`config.mk`:
```
export PLATFORM = sky130hd
export DESIGN_NAME = boot_seq_top
export DESIGN_NICKNAME = d
export VERILOG_FILES = /design/src/rtl/boot_seq_pkg.sv /design/src/rtl/boot_regs.sv /design/src/rtl/boot_copy.sv /design/src/rtl/boot_seq_top.sv
export SDC_FILE = /design/constraint.sdc
export NUM_CORES = 1
export LEC_CHECK = 0
export BUFFER_PORTS_ARGS = -buffer_cell sky130_fd_sc_hd__buf_2
export CAP_MARGIN = 20
export CORE_ASPECT_RATIO = 0.7
export CORE_MARGIN = 10
export CORE_UTILIZATION = 29
export CTS_CLUSTER_DIAMETER = 30
export CTS_CLUSTER_SIZE = 40
export DETAILED_ROUTE_END_ITERATION = 6
export PLACE_DENSITY_LB_ADDON = 0.2
export SETUP_SLACK_MARGIN = 0.3
export SLEW_MARGIN = 20
export SYNTH_ARGS = -nofsm -noshare
export SYNTH_HDL_FRONTEND = slang
export SYNTH_SLANG_ARGS = --single-unit
```
`constraint.sdc`:
```
create_clock -name clk -period 5.07 [get_ports clk]
set_input_delay 1.014 -clock clk [delete_from_list [all_inputs] [get_ports clk]]
set_output_delay 1.014 -clock clk [all_outputs]
set_load 0.005 [all_outputs]
```
`src/rtl/boot_seq_pkg.sv`:
```
package boot_seq_pkg;

  typedef enum logic [1:0] {
    BM_DEBUG = 2'd0,
    BM_XIP   = 2'd1,
    BM_LOAD  = 2'd2
  } boot_mode_e;

  typedef enum logic [1:0] {
    SQ_SAMPLE = 2'd0,
    SQ_HOLD   = 2'd1,
    SQ_COPY   = 2'd2,
    SQ_RUN    = 2'd3
  } seq_state_e;

  typedef enum logic [1:0] {
    CP_IDLE = 2'd0,
    CP_WAIT = 2'd1,
    CP_END  = 2'd2
  } copy_state_e;

  function automatic boot_mode_e decode_mode(input logic boot_pin, input logic xip_pin);
    if (!boot_pin) return BM_DEBUG;
    if (xip_pin)   return BM_XIP;
    return BM_LOAD;
  endfunction

endpackage

```
`src/rtl/boot_regs.sv`:
```
module boot_regs #(
  parameter int          REG_AW   = 3,
  parameter int          DATA_W   = 32,
  parameter logic [31:0] ADDR_RST = 32'h0000_0180
) (
  input  logic              clk,
  input  logic              rst,
  input  logic              we,
  input  logic [REG_AW-1:0] addr,
  input  logic [DATA_W-1:0] wdata,
  output logic [DATA_W-1:0] rdata,
  output logic [DATA_W-1:0] boot_addr,
  output logic              ready
);
  localparam logic [REG_AW-1:0] OFS_ADDR = REG_AW'(0);
  localparam logic [REG_AW-1:0] OFS_FLAG = REG_AW'(4);

  always_ff @(posedge clk) begin
    if (rst) begin
      boot_addr <= DATA_W'(ADDR_RST);
      ready     <= 1'b0;
      rdata     <= '0;
    end else begin
      if (we && addr == OFS_ADDR) boot_addr <= wdata;
      if (we && addr == OFS_FLAG && wdata[0]) ready <= 1'b1;
      if (addr == OFS_ADDR)      rdata <= boot_addr;
      else if (addr == OFS_FLAG) rdata <= DATA_W'(ready);
      else                       rdata <= '0;
    end
  end
endmodule

```
`src/rtl/boot_copy.sv`:
```
module boot_copy
  import boot_seq_pkg::*;
#(
  parameter int WORDS    = 256,
  parameter int FLASH_AW = 24,
  parameter int DATA_W   = 32,
  localparam int IDX_W   = $clog2(WORDS)
) (
  input  logic                clk,
  input  logic                rst,
  input  logic                start,
  output logic                req,
  output logic [FLASH_AW-1:0] req_addr,
  input  logic                rvalid,
  input  logic [DATA_W-1:0]   rdata,
  output logic                ram_we,
  output logic [IDX_W-1:0]    ram_addr,
  output logic [DATA_W-1:0]   ram_wdata,
  output logic                done
);
  localparam logic [IDX_W-1:0] LAST = IDX_W'(WORDS - 1);

  copy_state_e      st;
  logic [IDX_W-1:0] idx;
  logic [IDX_W-1:0] idx_nxt;
  logic             take;

  assign idx_nxt = idx + 1'b1;
  // a response counts only while one is outstanding and no new request is on the wire
  assign take    = (st == CP_WAIT) && rvalid && !req;

  always_ff @(posedge clk) begin
    if (rst) begin
      st        <= CP_IDLE;
      idx       <= '0;
      req       <= 1'b0;
      req_addr  <= '0;
      ram_we    <= 1'b0;
      ram_addr  <= '0;
      ram_wdata <= '0;
      done      <= 1'b0;
    end else begin
      req    <= 1'b0;
      ram_we <= 1'b0;
      case (st)
        CP_IDLE: begin
          if (start) begin
            idx      <= '0;
            req      <= 1'b1;
            req_addr <= '0;
            st       <= CP_WAIT;
          end
        end
        CP_WAIT: begin
          if (take) begin
            ram_we    <= 1'b1;
            ram_addr  <= idx;
            ram_wdata <= rdata;
            if (idx == LAST) begin
              st   <= CP_END;
              done <= 1'b1;
            end else begin
              idx      <= idx_nxt;
              req      <= 1'b1;
              req_addr <= FLASH_AW'({idx_nxt, 2'b00});
            end
          end
        end
        default: st <= CP_END;
      endcase
    end
  end
endmodule

```
`src/rtl/boot_seq_top.sv`:
```
module boot_seq_top
  import boot_seq_pkg::*;
#(
  parameter int          REG_AW    = 3,
  parameter int          DATA_W    = 32,
  parameter int          FLASH_AW  = 24,
  parameter int          COPY_WORDS = 256,
  parameter logic [31:0] XIP_BASE  = 32'h4000_0000,
  parameter logic [31:0] RAM_BASE  = 32'h0000_0000,
  parameter logic [31:0] ENTRY_OFS = 32'h0000_0180,
  parameter logic [31:0] ADDR_RST  = 32'h0000_0180,
  localparam int         RAM_AW    = $clog2(COPY_WORDS)
) (
  input  logic                clk,
  input  logic                rst,
  input  logic                strap_boot_i,
  input  logic                strap_xip_i,
  input  logic                reg_we_i,
  input  logic [REG_AW-1:0]   reg_addr_i,
  input  logic [DATA_W-1:0]   reg_wdata_i,
  output logic [DATA_W-1:0]   reg_rdata_o,
  output logic                fl_req_o,
  output logic [FLASH_AW-1:0] fl_addr_o,
  input  logic                fl_rvalid_i,
  input  logic [DATA_W-1:0]   fl_rdata_i,
  output logic                ram_we_o,
  output logic [RAM_AW-1:0]   ram_addr_o,
  output logic [DATA_W-1:0]   ram_wdata_o,
  output logic                fetch_en_o,
  output logic [DATA_W-1:0]   start_pc_o
);
  localparam logic [DATA_W-1:0] XIP_PC  = DATA_W'(XIP_BASE + ENTRY_OFS);
  localparam logic [DATA_W-1:0] LOAD_PC = DATA_W'(RAM_BASE + ENTRY_OFS);

  seq_state_e        st;
  logic              copy_go;
  logic              copy_done;
  logic              ready;
  logic [DATA_W-1:0] boot_addr;

  boot_regs #(.REG_AW(REG_AW), .DATA_W(DATA_W), .ADDR_RST(ADDR_RST)) u_regs (
    .clk(clk), .rst(rst), .we(reg_we_i), .addr(reg_addr_i), .wdata(reg_wdata_i),
    .rdata(reg_rdata_o), .boot_addr(boot_addr), .ready(ready)
  );

  boot_copy #(.WORDS(COPY_WORDS), .FLASH_AW(FLASH_AW), .DATA_W(DATA_W)) u_copy (
    .clk(clk), .rst(rst), .start(copy_go),
    .req(fl_req_o), .req_addr(fl_addr_o), .rvalid(fl_rvalid_i), .rdata(fl_rdata_i),
    .ram_we(ram_we_o), .ram_addr(ram_addr_o), .ram_wdata(ram_wdata_o), .done(copy_done)
  );

  always_ff @(posedge clk) begin
    if (rst) begin
      st         <= SQ_SAMPLE;
      copy_go    <= 1'b0;
      fetch_en_o <= 1'b0;
      start_pc_o <= '0;
    end else begin
      copy_go <= 1'b0;
      case (st)
        SQ_SAMPLE: begin
          case (decode_mode(strap_boot_i, strap_xip_i))
            BM_XIP: begin
              st         <= SQ_RUN;
              fetch_en_o <= 1'b1;
              start_pc_o <= XIP_PC;
            end
            BM_LOAD: begin
              st      <= SQ_COPY;
              copy_go <= 1'b1;
            end
            default: st <= SQ_HOLD;
          endcase
        end
        SQ_HOLD: begin
          if (ready) begin
            st         <= SQ_RUN;
            fetch_en_o <= 1'b1;
            start_pc_o <= boot_addr;
          end
        end
        SQ_COPY: begin
          if (copy_done) begin
            st         <= SQ_RUN;
            fetch_en_o <= 1'b1;
            start_pc_o <= LOAD_PC;
          end
        end
        default: st <= SQ_RUN;
      endcase
    end
  end
endmodule

```
==> reports/metrics.cfg <==
[route]
via_per_inst = 4.480
vias = 4820
drt_pass1_iterations = 5
drc = 0
ant_nets = 0
post_drt_wl_per_cell_um = 16.13
routed_wl_um = 17350
drt_iter0_markers = 431

[die]
start_util_pct = 29.51
die_y_um = 135.9
ioPinCount = 204
dieArea_um2 = 25230
row_count = 42
fp.coreArea_um2 = 18870
die-width_um = 185.6

[cts]
cts.hold.buffers_added = 0
clk_path_buf_depth = 2
worstSkewPairLatency_ps = 420
cts_root_buf = clkbuf_16
cts_tree = built
h-tree-depth = 4
clkTransAtPathRegs_ps = 70
cts_resized = 0
clock-sinks = 154
numCtsBuffers = 17
post-cts-setup-buffer-count = 0

[sta]
finalCriticalPeriod_ps = 2334
clock_skew_ps = 13.21
timing.final.crit_share_pct = 46.04
setup-violations-final = 0
rsz0062_at_grt = false
holdWs_ps = 448.3
tightest_slew_ps = 867.8
fmax_mhz = 428.4
final-max-slew-violation-count = 0
final_hold_viol_count = 0
slew_headroom_pct = 41.66
setup-tns-final_ps = 0

[worst_setup_path]
cpMostUsedCell = buf_4
critical_path_required_ps = 5430
cpPeakStageDelay_ps = 760
r2r_slack_ps = 2750
rr_worst_depth = 8
path_depth = 4
crit_family = simple AND/OR/NAND/NOR gates
cp_data_arrival_time_ps = 2690
crit_path_end_kind = flop
crit_chain = buf_4 -> nor4_2 -> buf_4 -> and2_1
reg2reg_to = start_pc_o[7]
path_max_fanout = 74
critPathLaunchType = input port
worst_path_max_delay_cell = nor4_2
crit-reg2reg-launch = st[1]
path_class = input port to flop
path_buf_inv = 2

[pwr]
ir_drop_v = 0.0001564
p_per_area_nw_per_um2 = 396.5
p_leak_nw = 3.123

[logic_synthesis]
synth_edf_count = 0
synth-seq-cells = 154
ys_seq_area_share_pct = 55.38
ys_types = 43
synth-main-ff-cell = dfxtp_1
syn_inst = 653
syn-cell-area_um2 = 5567
async_flop_share_pct = 0
synth_area_per_cell_um2 = 8.525
yosysWarnings = 0

[worst_hold_path]
worstHoldPathType = flop to flop
worstHoldPathCells = 2
min_from = u_copy.ram_addr[7]
min_to = u_copy.ram_addr[7]

[layout]
final_util_pct = 38.38
drive_gt1_share_pct = 28.18
fin_cells = 1076
num_antenna_cells = 0
n_fill_cell = 1954
fin_area_um2 = 7241
area_growth_pct = 30.07
regArea_um2 = 3083
nNetsFinal = 899
multi_input_area_um2 = 2225

[grt]
grt_first_pass_wirelength_um = 26400
grt_start_max_net_pins = 75
grt_antenna_before_repair = 0
first_global_vias = 4696
grt.total_usage_pct = 13.20
overflow = 0

[placed_design]
place_congestion = 0.7749
portBuffers = 187
dp.cells = 1044
placed_area_um2 = 6635
hpwl_um = 11910

[run]
max_cap_viol_count = 0

[outcome]
status = completed

## cell usage in the layout, fill, tap and decap left out, types with 3 or more instances in the layout
cell type   netlist  final
buf_2            12    186
nand2_1         182    182
dfxtp_1         154    154
a21oi_1         106    106
nand3_1          33     33
and2_1           31     31
clkbuf_16         0     17
conb_1            1     16
nor2_1           13     13
buf_4            16     10
nor3_1            7      7
inv_1             5      5
nand3b_1          5      5
a211oi_1          5      5
ha_1              5      5
o21ai_0           4      4
inv_6             0      4
inv_8             0      4
nand2b_1          3      3
nor3b_1           3      3
a211o_1           3      3
a41oi_1           3      3
clkinvlp_4        0      3
## report_power, final
group          internal (mW)  switching [mW]  leakage (nW)  total, mW
clock network          0.747           0.563         0.289       1.31
registers               1.24          0.0202          1.24       1.26
logic                 0.0926           0.209          1.59      0.302
total                   2.08           0.792          3.12       2.87
## tightest hold or removal path: cells and delay by family (launching register included)
family	cells	cell delay [ps]
AND/OR/NAND/NOR	1	50
flip-flops	1	300
AO/OA/AOI/OAI	1	50
## through the flow
step                power (mW)  setup slack, ps
CTS                      2.911             2688
global route             3.001             2560
global placement         1.594             2296
detailed placement       1.595             2246
finish                   2.871             2736
floorplan                1.477             2974
## cells in the mapped netlist (2+ instances only)
master / count / area share (%)
nand3b_1: 5 / 0.67
mux2i_1: 2 / 0.36
nand2b_1: 3 / 0.34
nor3b_1: 3 / 0.40
or3_1: 2 / 0.22
dfxtp_1: 154 / 55
or2_2: 2 / 0.22
buf_4: 16 / 2.2
o21ai_0: 4 / 0.36
and2_1: 31 / 3.5
nand2_1: 182 / 12
inv_1: 5 / 0.34
nor4_1: 2 / 0.22
nor2_1: 13 / 0.88
ha_1: 5 / 1.1
a21oi_1: 106 / 9.5
a41oi_1: 3 / 0.47
a31oi_1: 2 / 0.22
and3_1: 2 / 0.22
nor3_1: 7 / 0.63
buf_2: 12 / 1.1
nor2b_1: 2 / 0.22
clkbuf_1: 32 / 2.2
nand3_1: 33 / 3.0
a211o_1: 3 / 0.47
a211oi_1: 5 / 0.67
## per-layer routing
layer	up-vias	GRT usage (%)	wire length, um
li1	2473	-	-
met1	2228	17.28	8383
met2	112	20.74	8009
met3	7	3.786	830
met4	0	3.661	129
met5	-	0	0
## cell type report
type | count | area share, %
Sequential cell | 154 | 42.58
Multi-Input combinational cell | 447 | 30.72
Timing Repair Buffer | 196 | 13.89
Clock buffer | 17 | 5.875
Tap cell | 242 | 4.182
Clock inverter | 15 | 2.488
Inverter | 5 | 0.2592
## cells by family (layout without fill, tap and decap cells)
kind of cell	count (synthesis)	after routing	share of synthesized area, %
AOI/OAI and AO/OA	129	129	12.59
adders and majority gates	5	5	1.124
buffers and inverters	67	233	6.024
DFF	154	154	55.38
muxes	2	2	0.3596
other	1	16	0.06737
and+or+nand+nor	295	295	24.46
## worst max path at each step
stage                               to        start
global route          u_regs.rdata[15]          rst
detailed placement    u_regs.rdata[19]          rst
global placement      u_regs.rdata[17]          rst
CTS                   u_regs.rdata[19]          rst
finish                u_regs.rdata[17]          rst
floorplan           u_copy.req_addr[9]  fl_rvalid_i
## flip-flops by register name (all words and copies together), names as in the netlist
name	count
u_copy.req	1
u_copy.req_addr	8
st	2
u_regs.boot_addr	32
u_copy.st	2
u_copy.done	1
u_copy.ram_wdata	32
start_pc_o	32
u_copy.ram_addr	8
u_regs.rdata	32
u_copy.ram_we	1
u_regs.ready	1
fetch_en_o	1
copy_go	1
Note: power is estimated with default switching activity, not from simulation.
